[config.mk]
export PLATFORM = sky130hd
export DESIGN_NAME = coh_pop_monitor
export DESIGN_NICKNAME = d
export VERILOG_FILES = /design/src/rtl/coh_mon_pkg.sv /design/src/rtl/coh_move_check.sv /design/src/rtl/coh_pop_bank.sv /design/src/rtl/coh_inv_detect.sv /design/src/rtl/coh_err_latch.sv /design/src/rtl/coh_pop_monitor.sv
export SDC_FILE = /design/constraint.sdc
export NUM_CORES = 1
export LEC_CHECK = 0
export ABC_CLOCK_PERIOD_IN_PS = 5200
export BUFFER_PORTS_ARGS = -buffer_cell sky130_fd_sc_hd__buf_2
export CORE_MARGIN = 2
export CORE_UTILIZATION = 28
export DETAILED_ROUTE_END_ITERATION = 10
export GPL_TIMING_DRIVEN = 0
export PLACE_DENSITY_LB_ADDON = 0.05
export SYNTH_ARGS = -nofsm -noshare
export SYNTH_HDL_FRONTEND = slang
export SYNTH_SLANG_ARGS = --single-unit
[constraint.sdc]
create_clock -name clk -period 5.2 [get_ports clk]
set_input_delay 0.52 -clock clk [delete_from_list [all_inputs] [get_ports clk]]
set_output_delay 0.52 -clock clk [all_outputs]
set_load 0.05 [all_outputs]
[src/rtl/coh_mon_pkg.sv]
package coh_mon_pkg;

    localparam int NST = 12;
    localparam int SW  = 4;

    typedef enum logic [SW-1:0] {
        P_INV_S_INV     = 4'd0,
        P_INV_S_SHR     = 4'd1,
        P_INV_S_MOD     = 4'd2,
        P_INV_S_OWN     = 4'd3,
        P_SOLO_S_INV    = 4'd4,
        P_SHR_S_INV     = 4'd5,
        P_SHR_S_SHR     = 4'd6,
        P_SHR_S_OWN     = 4'd7,
        P_MSOLO_S_INV   = 4'd8,
        P_MSHR_S_INV    = 4'd9,
        P_OWN_S_INV     = 4'd10,
        P_OWN_S_SHR     = 4'd11
    } cstate_e;

    typedef enum logic [2:0] {
        CAUSE_NONE      = 3'd0,
        CAUSE_UNDERFLOW = 3'd1,
        CAUSE_BADCODE   = 3'd2,
        CAUSE_MOD_OWN   = 3'd3,
        CAUSE_DUP_OWN   = 3'd4,
        CAUSE_SHR_OWN   = 3'd5
    } cause_e;

    typedef struct packed {
        logic          vld;
        logic [SW-1:0] src;
        logic [SW-1:0] dst;
    } move_t;

    function automatic logic code_ok(input logic [SW-1:0] c);
        return c < SW'(NST);
    endfunction

endpackage

[src/rtl/coh_move_check.sv]
module coh_move_check
    import coh_mon_pkg::*;
#(
    parameter int CW = 4
) (
    input  move_t                      mv_a,
    input  move_t                      mv_b,
    input  logic                       bulk,
    input  logic [NST-1:0][CW-1:0]     cnt,
    output logic [NST-1:0][1:0]        take,
    output logic [NST-1:0][1:0]        give,
    output logic                       accept,
    output cause_e                     ev_cause
);
    logic bad_code;
    logic short;

    always_comb begin
        bad_code = (mv_a.vld && (!code_ok(mv_a.src) || !code_ok(mv_a.dst))) ||
                   (mv_b.vld && (!code_ok(mv_b.src) || !code_ok(mv_b.dst)));
        short = 1'b0;
        for (int s = 0; s < NST; s++) begin
            take[s] = {1'b0, mv_a.vld && (mv_a.src == SW'(s))} +
                      {1'b0, mv_b.vld && (mv_b.src == SW'(s))};
            give[s] = {1'b0, mv_a.vld && (mv_a.dst == SW'(s))} +
                      {1'b0, mv_b.vld && (mv_b.dst == SW'(s))};
            if (cnt[s] < CW'(take[s]))
                short = 1'b1;
        end
        accept   = 1'b0;
        ev_cause = CAUSE_NONE;
        if (!bulk) begin
            if (bad_code)
                ev_cause = CAUSE_BADCODE;
            else if (short)
                ev_cause = CAUSE_UNDERFLOW;
            else
                accept = mv_a.vld || mv_b.vld;
        end
    end
endmodule

[src/rtl/coh_pop_bank.sv]
module coh_pop_bank
    import coh_mon_pkg::*;
#(
    parameter int CW = 4
) (
    input  logic                       clk,
    input  logic                       rst,
    input  logic [CW-1:0]              node_count,
    input  logic                       accept,
    input  logic                       bulk,
    input  logic [NST-1:0][1:0]        take,
    input  logic [NST-1:0][1:0]        give,
    output logic [NST-1:0][CW-1:0]     cnt
);
    logic [NST-1:0][CW-1:0] cnt_d;
    logic [NST-1:0][CW-1:0] cnt_rst;

    for (genvar s = 0; s < NST; s++) begin : g_ctr
        if (s == int'(P_INV_S_INV)) begin : g_home
            assign cnt_rst[s] = node_count;
            assign cnt_d[s] = bulk ? (cnt[s] + cnt[P_SOLO_S_INV] + cnt[P_SHR_S_INV]) :
                              accept ? (cnt[s] - CW'(take[s]) + CW'(give[s])) : cnt[s];
        end else if (s == int'(P_SOLO_S_INV) || s == int'(P_SHR_S_INV)) begin : g_flush
            assign cnt_rst[s] = '0;
            assign cnt_d[s] = bulk ? '0 :
                              accept ? (cnt[s] - CW'(take[s]) + CW'(give[s])) : cnt[s];
        end else begin : g_plain
            assign cnt_rst[s] = '0;
            assign cnt_d[s] = (!bulk && accept) ? (cnt[s] - CW'(take[s]) + CW'(give[s])) : cnt[s];
        end
    end

    always_ff @(posedge clk) begin
        if (rst)
            cnt <= cnt_rst;
        else
            cnt <= cnt_d;
    end
endmodule

[src/rtl/coh_inv_detect.sv]
module coh_inv_detect
    import coh_mon_pkg::*;
#(
    parameter int CW = 4
) (
    input  logic [NST-1:0][CW-1:0] cnt,
    output cause_e                 inv_cause
);
    logic any_mod;

    always_comb begin
        any_mod = (cnt[P_MSOLO_S_INV] != '0) || (cnt[P_MSHR_S_INV] != '0);
        if (any_mod && cnt[P_OWN_S_SHR] != '0)
            inv_cause = CAUSE_MOD_OWN;
        else if (cnt[P_OWN_S_SHR] > CW'(1))
            inv_cause = CAUSE_DUP_OWN;
        else if (cnt[P_INV_S_SHR] != '0 && cnt[P_SHR_S_OWN] != '0)
            inv_cause = CAUSE_SHR_OWN;
        else
            inv_cause = CAUSE_NONE;
    end
endmodule

[src/rtl/coh_err_latch.sv]
module coh_err_latch
    import coh_mon_pkg::*;
(
    input  logic   clk,
    input  logic   rst,
    input  cause_e ev_cause,
    input  cause_e inv_cause,
    output logic   err_flag,
    output cause_e err_cause
);
    cause_e cand;

    always_comb cand = (ev_cause != CAUSE_NONE) ? ev_cause : inv_cause;

    always_ff @(posedge clk) begin
        if (rst) begin
            err_flag  <= 1'b0;
            err_cause <= CAUSE_NONE;
        end else if (!err_flag && cand != CAUSE_NONE) begin
            err_flag  <= 1'b1;
            err_cause <= cand;
        end
    end
endmodule

[src/rtl/coh_pop_monitor.sv]
module coh_pop_monitor
    import coh_mon_pkg::*;
#(
    parameter int MAX_NODES = 8,
    localparam int CW = $clog2(MAX_NODES + 1)
) (
    input  logic                clk,
    input  logic                rst,
    input  logic [CW-1:0]       node_count,
    input  logic                ev_a_valid,
    input  logic [3:0]          ev_a_src,
    input  logic [3:0]          ev_a_dst,
    input  logic                ev_b_valid,
    input  logic [3:0]          ev_b_src,
    input  logic [3:0]          ev_b_dst,
    input  logic                bulk_inv,
    output logic [NST*CW-1:0]   pop_flat,
    output logic                err_flag,
    output logic [2:0]          err_cause
);
    move_t                  mv_a, mv_b;
    logic [NST-1:0][CW-1:0] cnt;
    logic [NST-1:0][1:0]    take, give;
    logic                   accept;
    cause_e                 ev_cause, inv_cause, cause_q;

    assign mv_a = '{vld: ev_a_valid, src: ev_a_src, dst: ev_a_dst};
    assign mv_b = '{vld: ev_b_valid, src: ev_b_src, dst: ev_b_dst};

    coh_move_check #(.CW(CW)) move_i (
        .mv_a(mv_a), .mv_b(mv_b), .bulk(bulk_inv), .cnt(cnt),
        .take(take), .give(give), .accept(accept), .ev_cause(ev_cause)
    );

    coh_pop_bank #(.CW(CW)) bank_i (
        .clk(clk), .rst(rst), .node_count(node_count), .accept(accept),
        .bulk(bulk_inv), .take(take), .give(give), .cnt(cnt)
    );

    coh_inv_detect #(.CW(CW)) inv_i (
        .cnt(cnt), .inv_cause(inv_cause)
    );

    coh_err_latch err_i (
        .clk(clk), .rst(rst), .ev_cause(ev_cause), .inv_cause(inv_cause),
        .err_flag(err_flag), .err_cause(cause_q)
    );

    assign pop_flat  = cnt;
    assign err_cause = cause_q;
endmodule

Word-level counts from Yosys, hierarchy flattened --
Cells that the tools add are included.
Word-level totals: output and inout bits 52, bits in latches 0, bits in read-only memories 0, memories kept 0, bits of input ports 25, RAM bits 0, word-level logic and storage cells 228, bits in registers 52
Cells by class: reduce and logical (&&, ||, !) cells 78, order comparisons 17, equal/unequal tests 44, $add $sub $neg 50, bitwise gates (word level) 0, div/mod/pow operators 0, muxes and demuxes 25, multiply operators 0, shift operators 0
Operators with widths (count):
- == test 4 x 3 -> 1 bit (second input constant) | 16
- == test 4 bit (second input constant) | 16
- logical AND 1 bit | 54
- adder 1 x 1 -> 2 bit | 24
- adder 4 x 2 -> 4 bit | 12
- less-than comparator 4 x 2 -> 1 bit | 12
- subtractor 4 x 2 -> 4 bit | 12
- == test 4 x 2 -> 1 bit (second input constant) | 8
- nonzero test 4 bit | 5
- two-way mux 3 bit | 6
- == test 4 x 1 -> 1 bit (second input constant) | 4
- logical NOT 4 bit | 4
- less-than comparator 4 bit (second input constant) | 4
- two-way mux 1 bit | 16
- two-way mux 4 bit | 3
- nonzero test 3 bit | 3
- adder 4 bit | 2
- logical NOT 1 bit | 6
- logical OR 1 bit | 5
- > comparator 4 x 1 -> 1 bit (second input constant) | 1
- OR reduction 2 bit | 1

Depth between registers and ports, before layout --
Gate-level depths: netlist of the first run.
depth in word-level cells 23, mapped depth 13, mapped depth without buffers 11

Modules after synthesis --
From an unflattened synthesis of the first run, not the netlist that was laid out.
Unflattened totals: cell total of the unflattened synthesis 652, area, all modules 5386.4 sq um
By module, submodules not included:
- coh_pop_bank | seq. area each 1001.0 sq um, instances 1, area each 3898.7 sq um, cells each 453
- coh_move_check | seq. area each 0.0 sq um, instances 1, area each 1189.9 sq um, cells each 166
- coh_err_latch | seq. area each 80.1 sq um, instances 1, area each 209.0 sq um, cells each 22
- coh_inv_detect | seq. area each 0.0 sq um, instances 1, area each 88.8 sq um, cells each 11

Least setup slack after synthesis of the first run --
OpenSTA, ideal clock, no wires.
path type input to register, start point input port ev_b_src[2], end point register bank_i.cnt[44] (netlist bit), stages on the path 12, buffers on the path 2, slack 1823 ps, arrival 3249 ps, data required time 5072 ps, library setup time 128 ps, cells stage by stage clkbuf_1 -> or3b_2 -> nor2_1 -> ha_1 -> inv_1 -> ha_1 -> a21oi_1 -> or4_1 -> nor4_4 -> buf_4 -> mux2i_1 -> nor2_1
Between the ends: cells in the longest elaborated chain, start to end 20, elaborated cells between the ends (all ways) 71, classes of those cells add/sub: 14; order compare: 13; eq/ne: 11; mux: 15; reduce/logical: 18
Ends and longest elaborated chain:
- start, declared | RTL line coh_pop_monitor.sv:14 | input logic [3:0] ev_b_src,
- logical NOT 4 bit | RTL line coh_move_check.sv:24 | {1'b0, mv_b.vld && (mv_b.src == SW'(s))};
- logical AND 1 bit | RTL line coh_move_check.sv:24
- adder 1 x 1 -> 2 bit | RTL line coh_move_check.sv:23 | take[s] = {1'b0, mv_a.vld && (mv_a.src == SW'(s))} +
- less-than comparator 4 x 2 -> 1 bit | RTL line coh_move_check.sv:27 | if (cnt[s] < CW'(take[s]))
- two-way mux 1 bit (12 in series) | RTL line coh_move_check.sv:27
- two-way mux 1 bit | RTL line coh_move_check.sv:35 | else if (short)
- two-way mux 1 bit | RTL line coh_move_check.sv:33 | if (bad_code)
- two-way mux 1 bit | RTL line coh_move_check.sv:32 | if (!bulk) begin
- logical AND 1 bit | RTL line coh_pop_bank.sv:29 | assign cnt_d[s] = (!bulk && accept) ? (cnt[s] - CW'(take[s]) + CW'(give[s])) : cnt[s];
- end signal, assigned | RTL line coh_pop_bank.sv:35 | cnt <= cnt_rst;
- end signal, assigned | RTL line coh_pop_bank.sv:37 | cnt <= cnt_d;
- end, declared | RTL line coh_pop_bank.sv:13 | output logic [NST-1:0][CW-1:0] cnt
Several ways; a longest one is shown, not always the timed one. A chain may end at the register's enable or synchronous reset.

Final worst setup path of the first run --
start point input port ev_a_valid, end point register bank_i.cnt[35] (netlist bit)
Between the ends: cells in the longest elaborated chain, start to end 19, elaborated cells between the ends (all ways) 59, classes of those cells add/sub: 15; order compare: 12; mux: 15; reduce/logical: 17
Ends and longest elaborated chain:
- start, declared | RTL line coh_pop_monitor.sv:10 | input logic ev_a_valid,
- logical AND 1 bit | RTL line coh_move_check.sv:23
- adder 1 x 1 -> 2 bit | RTL line coh_move_check.sv:23
- less-than comparator 4 x 2 -> 1 bit | RTL line coh_move_check.sv:27
- two-way mux 1 bit (12 in series) | RTL line coh_move_check.sv:27
- two-way mux 1 bit | RTL line coh_move_check.sv:35
- two-way mux 1 bit | RTL line coh_move_check.sv:33
- two-way mux 1 bit | RTL line coh_move_check.sv:32
- logical AND 1 bit | RTL line coh_pop_bank.sv:29
Several ways; a longest one is shown, not always the timed one.

==> results of run 1 <==
==> power by group <==
| part | switching [µW] | internal (µW) | leakage (µW) |
|---|---|---|---|
| registers | 36.0 | 448 | 0.000430 |
| clock network | 163 | 178 | 0.0000655 |
| logic | 478 | 252 | 0.00206 |
==> state kept, by name (all words and copies together), names as in the netlist <==
register,flops
bank_i.cnt,48
err_i.err_cause,3
err_i.err_flag,1
==> cells in the final DEF, fill, tap and decap left out, types with 2 or more instances in the layout <==
cell type | synthesis | layout
inv_1 | 81 | 81
nor2_1 | 81 | 81
buf_2 | 4 | 77
ha_1 | 74 | 74
dfxtp_1 | 48 | 48
nand2b_1 | 29 | 29
a21oi_1 | 28 | 28
fa_1 | 28 | 28
xnor2_1 | 27 | 27
nand2_1 | 22 | 22
a211oi_1 | 22 | 22
mux2i_1 | 19 | 19
a21o_1 | 13 | 13
clkbuf_1 | 10 | 12
nor3_1 | 10 | 10
nand3_1 | 10 | 10
nor4_1 | 7 | 7
o21ai_0 | 7 | 7
nand3b_1 | 6 | 6
clkbuf_16 | 0 | 5
nor2b_1 | 4 | 4
o31ai_1 | 4 | 4
edfxtp_1 | 4 | 4
or3b_2 | 3 | 3
a31oi_1 | 3 | 3
or4_1 | 3 | 3
a22o_1 | 2 | 2
a22oi_1 | 2 | 2
or2_2 | 2 | 2
buf_4 | 2 | 2
==> layer usage <==
layer  GRT usage, %  part of all wire [%]  up-vias
met2           30.3                    48       66
met1           23.3                    47     1947
met3           2.84                   3.5       11
met4           3.99                   1.3        0
met5              0                     0        -
li1               -                     -     2077
==> metrics by stage <==
| stage | setup WS, ns | util [%] | area [µm²] |
|---|---|---|---|
| after floorplan | 1.82 | - | 4860 |
| after global placement | 0.921 | 32.1 | 5500 |
| after detailed placement | 0.902 | 32.1 | 5500 |
| after CTS | 1.23 | 32.9 | 5640 |
| after global routing | 1.08 | 32.9 | 5640 |
| final | 1.26 | 32.9 | 5640 |
==> kinds of logic (layout without fill, tap and decap cells) <==
logic type	after synthesis	count (layout)	synth area share (%)
adder cells (fa/ha/maj)	102	102	30.6
multiplexers	20	20	4.15
flip-flops	52	52	22.3
XOR/XNOR	28	28	5.05
AND/OR/NAND/NOR	182	182	18.3
AO/OA/AOI/OAI	87	87	11.7
buffers and inverters	98	179	7.83
==> how the worst max path moves through the flow <==
stage	to	from	cells past startpoint
after global routing	bank_i.cnt[34]	ev_b_valid	11
after global placement	bank_i.cnt[35]	ev_a_valid	11
after CTS	bank_i.cnt[35]	ev_a_valid	11
after detailed placement	bank_i.cnt[35]	ev_a_valid	11
final	bank_i.cnt[35]	ev_a_valid	11
after floorplan	bank_i.cnt[44]	ev_b_src[2]	12
==> cell type report <==
class	count	area share, %
multi-input combinational	419	60.2
sequential	52	19.2
timing repair buffer	73	6.48
inverter	81	5.39
tap	225	4.99
clock buffer	7	2.35
buffer	17	1.35
clock inverter	1	0.0666
==> worst max-delay path, delay by kind of cell <==
| family | cells | cell delay, ns |
|---|---|---|
| AO/OA/AOI/OAI | 2 | 0.28 |
| adder cells (fa/ha/maj) | 2 | 0.52 |
| buffers and inverters | 3 | 0.97 |
| AND/OR/NAND/NOR | 4 | 1.77 |
==> flow_summary.ini, run 1 <==
[outcome]
status = finished, final reports clean

[cells_and_area]
drive_above_1_share_pct = 14.2
num_antenna_cells = 0
multi_input_area_um2 = 3390
area_growth_pct = 16.1
fin_nets = 776
ff_latch_area_um2 = 1080
final_cell_count_no_fill = 875
fillers = 1879

[critical_path]
cpMaxStageDelayCell = clkbuf_1
cp-end-kind = flip-flop
slowest_delay_ns = 0.76
start_kind = input port
r2r_slack_ns = 2.16
reg2reg_from = bank_i.cnt[1]
r2r_end = bank_i.cnt[35]
path_class = input port to flip-flop
critPathMaxFanout = 10
crit_path_cell_trace = buf_2, or3b_2, nor3_1, ha_1, inv_1, ha_1, a21oi_1, or4_1, nor4_4, clkbuf_1, a211oi_1
cp.required_ns = 5.34
r2r_cells = 6
crit_top_cell = ha_1
critPathArrivalTime_ns = 4.08

[clock_tree]
postCtsHoldBufs = 0
cts.clk_slew.worst_paths_ns = 0.07
cts_resized = 0
cts_num_sinks = 52
root_buffer = clkbuf_16
cts_tree = built
clock_latency_ns = 0.31
numCtsBuffers = 5
post_cts_buffers = 0
htree_num_levels = 2
clock_path_buffers = 2

[global_route]
grt_pass1_vias = 4255
grt_antenna_before_repair = 0
track_usage_pct = 17.7
grt_max_degree = 15
grt_first_pass_wirelength_um = 24200
grt_overflow = 0

[hold_path]
worstHoldEndpoint = bank_i.cnt[0]
whs_path_depth = 3
hp-class = input port to flip-flop
min_from = node_count[0]

[die]
core-area_um2 = 17100
pin_count = 77
start_util_pct = 28.4
fp.dieW_um = 136
rows = 48
die-area_um2 = 18400
die-height_um = 136

[place]
place.port_buffers = 73
dp_hpwl_um = 12600
gp_congestion = 0.855
post-place-cells = 867

[yosys]
netlist_instances = 569
ys_seq_elements = 52
yosysTopAreaCellShare_pct = 19.8
ys_types = 43
ys_warn_count = 0
synth_edf_count = 4
yosys.area.top_type = dfxtp_1
avgSynthCellArea_um2 = 8.53
yosysSeqAreaShare_pct = 22.3
synth.net_count = 696
ys.flop_type = dfxtp_1
async_flop_share_pct = 0
synth_commonest_cells = inv_1, nor2_1, ha_1, dfxtp_1, nand2b_1
synth.area.top_cells = dfxtp_1, ha_1, fa_1
syn-cell-area_um2 = 4860

[power]
power.density_nw_per_um2 = 276
ir_drop_mv = 0.147
power.total_uw = 1560
leakagePower_uw = 0.00255

[timing]
worst_pin_slew_ns = 0.950
rsz0062_at_grt = false
setup_viol_count_final = 0
min_period_ns = 3.94
fin_hold_ws_ns = 0.497
clock_skew_ns = 0.00447
worst_slew_margin_rel_pct = 36.7
finalCritPeriodShare_pct = 75.8
max_freq_mhz = 254
slew_viol_final = 0
timing.final.hold_violations = 0
setup_tns_ns = 0

[routing]
finalWirelength_um = 15300
vias_per_cell = 4.69
wl_per_cell_um = 17.5
drt_pre_antenna_iters = 4
ant_nets = 0
drt_first_iter_violations = 124
drc_errors = 0
dr_total_vias = 4101

[job]
drv_cap = 0
Note: power is estimated with default switching activity, not from simulation.
==> run 2, diff against run 1 <==
--- a/config.mk
+++ b/config.mk
@@ -5,7 +5,8 @@
 export SDC_FILE = /design/constraint.sdc
 export NUM_CORES = 1
 export LEC_CHECK = 0
-export ABC_CLOCK_PERIOD_IN_PS = 5200
+export ABC_AREA = 1
+export ABC_CLOCK_PERIOD_IN_PS = 3600
 export BUFFER_PORTS_ARGS = -buffer_cell sky130_fd_sc_hd__buf_2
 export CORE_MARGIN = 2
 export CORE_UTILIZATION = 28
==> constraint.sdc (replaced) <==
create_clock -name clk -period 3.6 [get_ports clk]
set_input_delay 0.36 -clock clk [delete_from_list [all_inputs] [get_ports clk]]
set_output_delay 0.36 -clock clk [all_outputs]
set_load 0.05 [all_outputs]
==> run 2 against run 1 <==
Compared with the run above: sequential power grew 98%; worst hold slack lost 0.17 ns; register-to-register slack got worse by 0.88 ns; power rose to 3.0 times the previous value; global-route usage down 0.74 points; critical path depth up 6; critical endpoint is now bank_i.cnt[1]; largest cell class unchanged; largest power group unchanged.
==> flow_summary.ini, run 2 <==
[outcome]
status = finished, final reports clean

[timing]
worst_pin_slew_ns = 0.653
worst_slew_margin_rel_pct = 56.5
slew_viol_final = 0
setup_viol_count_final = 0
finalCritPeriodShare_pct = 73.9
max_freq_mhz = 376
timing.final.hold_violations = 0
clock_skew_ns = 0.00538
setup_tns_ns = 0
min_period_ns = 2.66
rsz0062_at_grt = false

[cells_and_area]
layout_commonest_cell = inv_1
area_growth_pct = 16.9
num_antenna_cells = 0
multi_input_area_um2 = 3210
reg_top3 = bank_i.cnt (48), err_i.err_cause (3), err_i.err_flag (1)
fillers = 1872
regMostFlops = bank_i.cnt
layout_common_cells = inv_1, nand2_1, buf_2
fin_nets = 858
largest_reg_flops = 48
drive_above_1_share_pct = 15.7
ff_latch_area_um2 = 1080

[routing]
vias_per_cell = 4.45
ant_nets = 0
dr_total_vias = 4261
finalWirelength_um = 15000
drt_pre_antenna_iters = 4
drt_first_iter_violations = 158
wl_per_cell_um = 15.6
drc_errors = 0

[yosys]
yosysTopAreaCellShare_pct = 19.8
synth_commonest_cells = inv_1, nand2_1, ha_1, nor2_1, a21oi_1
yosys.area.top_type = dfxtp_1
synth_top_family_by_area = adder cells
yosysSeqAreaShare_pct = 22.2
ys.flop_type = dfxtp_1
synthAdderAreaFrac_pct = 30.6
synth-xor-area-share_pct = 5.04
post-synth-top-count-cell = inv_1
synth_edf_count = 4
synth_compound_area_share_pct = 12.7
ys_types = 35
synth.area.top_cells = dfxtp_1, ha_1, fa_1
syn-cell-area_um2 = 4860
netlist_instances = 649
ys_seq_elements = 52
synth.net_count = 776
avgSynthCellArea_um2 = 7.50
ys_warn_count = 0
muxShareOfSynthArea_pct = 0
async_flop_share_pct = 0
yosys.area_share.simple_pct = 17.7

[hold_path]
hp-class = input port to flip-flop
min_from = node_count[2]
worstHoldEndpoint = bank_i.cnt[2]
whs_path_depth = 3

[die]
die-area_um2 = 18400
rows = 48
pin_count = 77
fp.dieW_um = 136
core-area_um2 = 17100
die-height_um = 136
start_util_pct = 28.4

[critical_path]
crit_top_cell = nand2_1
cp-end-kind = flip-flop
crit_family = simple AND/OR/NAND/NOR gates
slowest_delay_ns = 0.34
start_kind = input port
cpMaxStageDelayCell = ha_1
r2r_end = bank_i.cnt[1]
critPathMaxFanout = 10
critPathArrivalTime_ns = 2.67
r2r_slack_ns = 1.28
r2r_cells = 11
cp.required_ns = 3.61
crit_path_cell_trace = buf_2, inv_1, nand3_1, nor2_1, ha_1, inv_1, ha_1, nand2_1, nand2_1, nand2_1, nor2_2, nand2_2, nor2_2, nand2_4, buf_6, buf_6, nand2_1
path_class = input port to flip-flop
crit_buf_inv = 5
reg2reg_from = bank_i.cnt[1]

[global_route]
track_usage_pct = 16.9
grt_max_degree = 16
grt_pass1_vias = 4259
grt_antenna_before_repair = 0
grt_first_pass_wirelength_um = 23200
grt_overflow = 0

[place]
gp_congestion = 0.860
place.port_buffers = 75
dp_hpwl_um = 12200

[clock_tree]
clock_path_buffers = 2
root_buffer = clkbuf_16
cts_num_sinks = 52
postCtsHoldBufs = 0
cts_tree = built
cts.clk_slew.worst_paths_ns = 0.08
numCtsBuffers = 5
clock_latency_ns = 0.31
cts_resized = 0
post_cts_buffers = 0
htree_num_levels = 2

[job]
drv_cap = 0

[power]
power.total_uw = 4680
leakagePower_uw = 0.00288
power.density_nw_per_um2 = 823
ir_drop_mv = 0.326
[run 2: power breakdown]
group / switching, µW / leakage (µW) / internal (µW)
logic: 2100 / 0.00236 / 1040
registers: 169 / 0.000431 / 789
clock network: 250 / 0.0000808 / 329
total: 2520 / 0.00288 / 2160
[run 2: final cells by class]
type,instances,share of cell area [%]
Timing Repair Buffer,75,6.60
Clock buffer,6,2.27
Inverter,129,8.52
Multi-Input combinational cell,453,56.5
Tap cell,225,4.95
Clock inverter,2,0.616
Buffer,15,1.56
Sequential cell,52,19.0
[run 2: tightest hold or removal path, cell delays in order]
cell,delay [ns]
buf_2,0.08
nand2_1,0.04
nand2_1,0.05
[run 2: worst max path at each step]
| stage | start | endpoint | slack [ns] | depth (start not counted) |
|---|---|---|---|---|
| after global placement | ev_b_src[2] | bank_i.cnt[1] | 0.61 | 17 |
| after detailed placement | ev_b_src[2] | bank_i.cnt[1] | 0.60 | 17 |
| after floorplan | ev_a_src[2] | bank_i.cnt[38] | 1.13 | 11 |
| final | ev_b_src[3] | bank_i.cnt[1] | 0.94 | 17 |
| after CTS | ev_b_src[2] | bank_i.cnt[1] | 0.93 | 17 |
| after global routing | ev_b_valid | bank_i.cnt[1] | 0.75 | 16 |
[run 2: logic make-up after synthesis]
family / count (synthesis)
and+or+nand+nor: 210
buffers and inverters: 144
AOI/OAI and AO/OA: 113
adders and majority gates: 102
DFF: 52
xor gates and xnor gates: 28
[run 2: stage by stage]
step / cell area, µm² / util [%] / hold WS [ns] / cells / worst slack (ns)
floorplan: 4860 / - / 0.542 / 649 / 1.13
global placement: 5520 / 32.3 / 0.449 / 949 / 0.608
detailed placement: 5520 / 32.3 / 0.449 / 949 / 0.602
CTS: 5690 / 33.2 / 0.312 / 957 / 0.934
global route: 5690 / 33.2 / 0.344 / 957 / 0.747
finish: 5690 / 33.2 / 0.322 / 957 / 0.940
[run 2: per-layer routing]
metal  vias to the layer above  track usage [%]  wire length (µm)  share of wire (%)
met4                         0             5.15               249                1.7
met3                        13             2.16               579                3.9
li1                       2204                -                 -                  -
met2                        84             27.7              6870                 46
met5                         -                0                 0                  0
met1                      1960             23.2              7260                 49
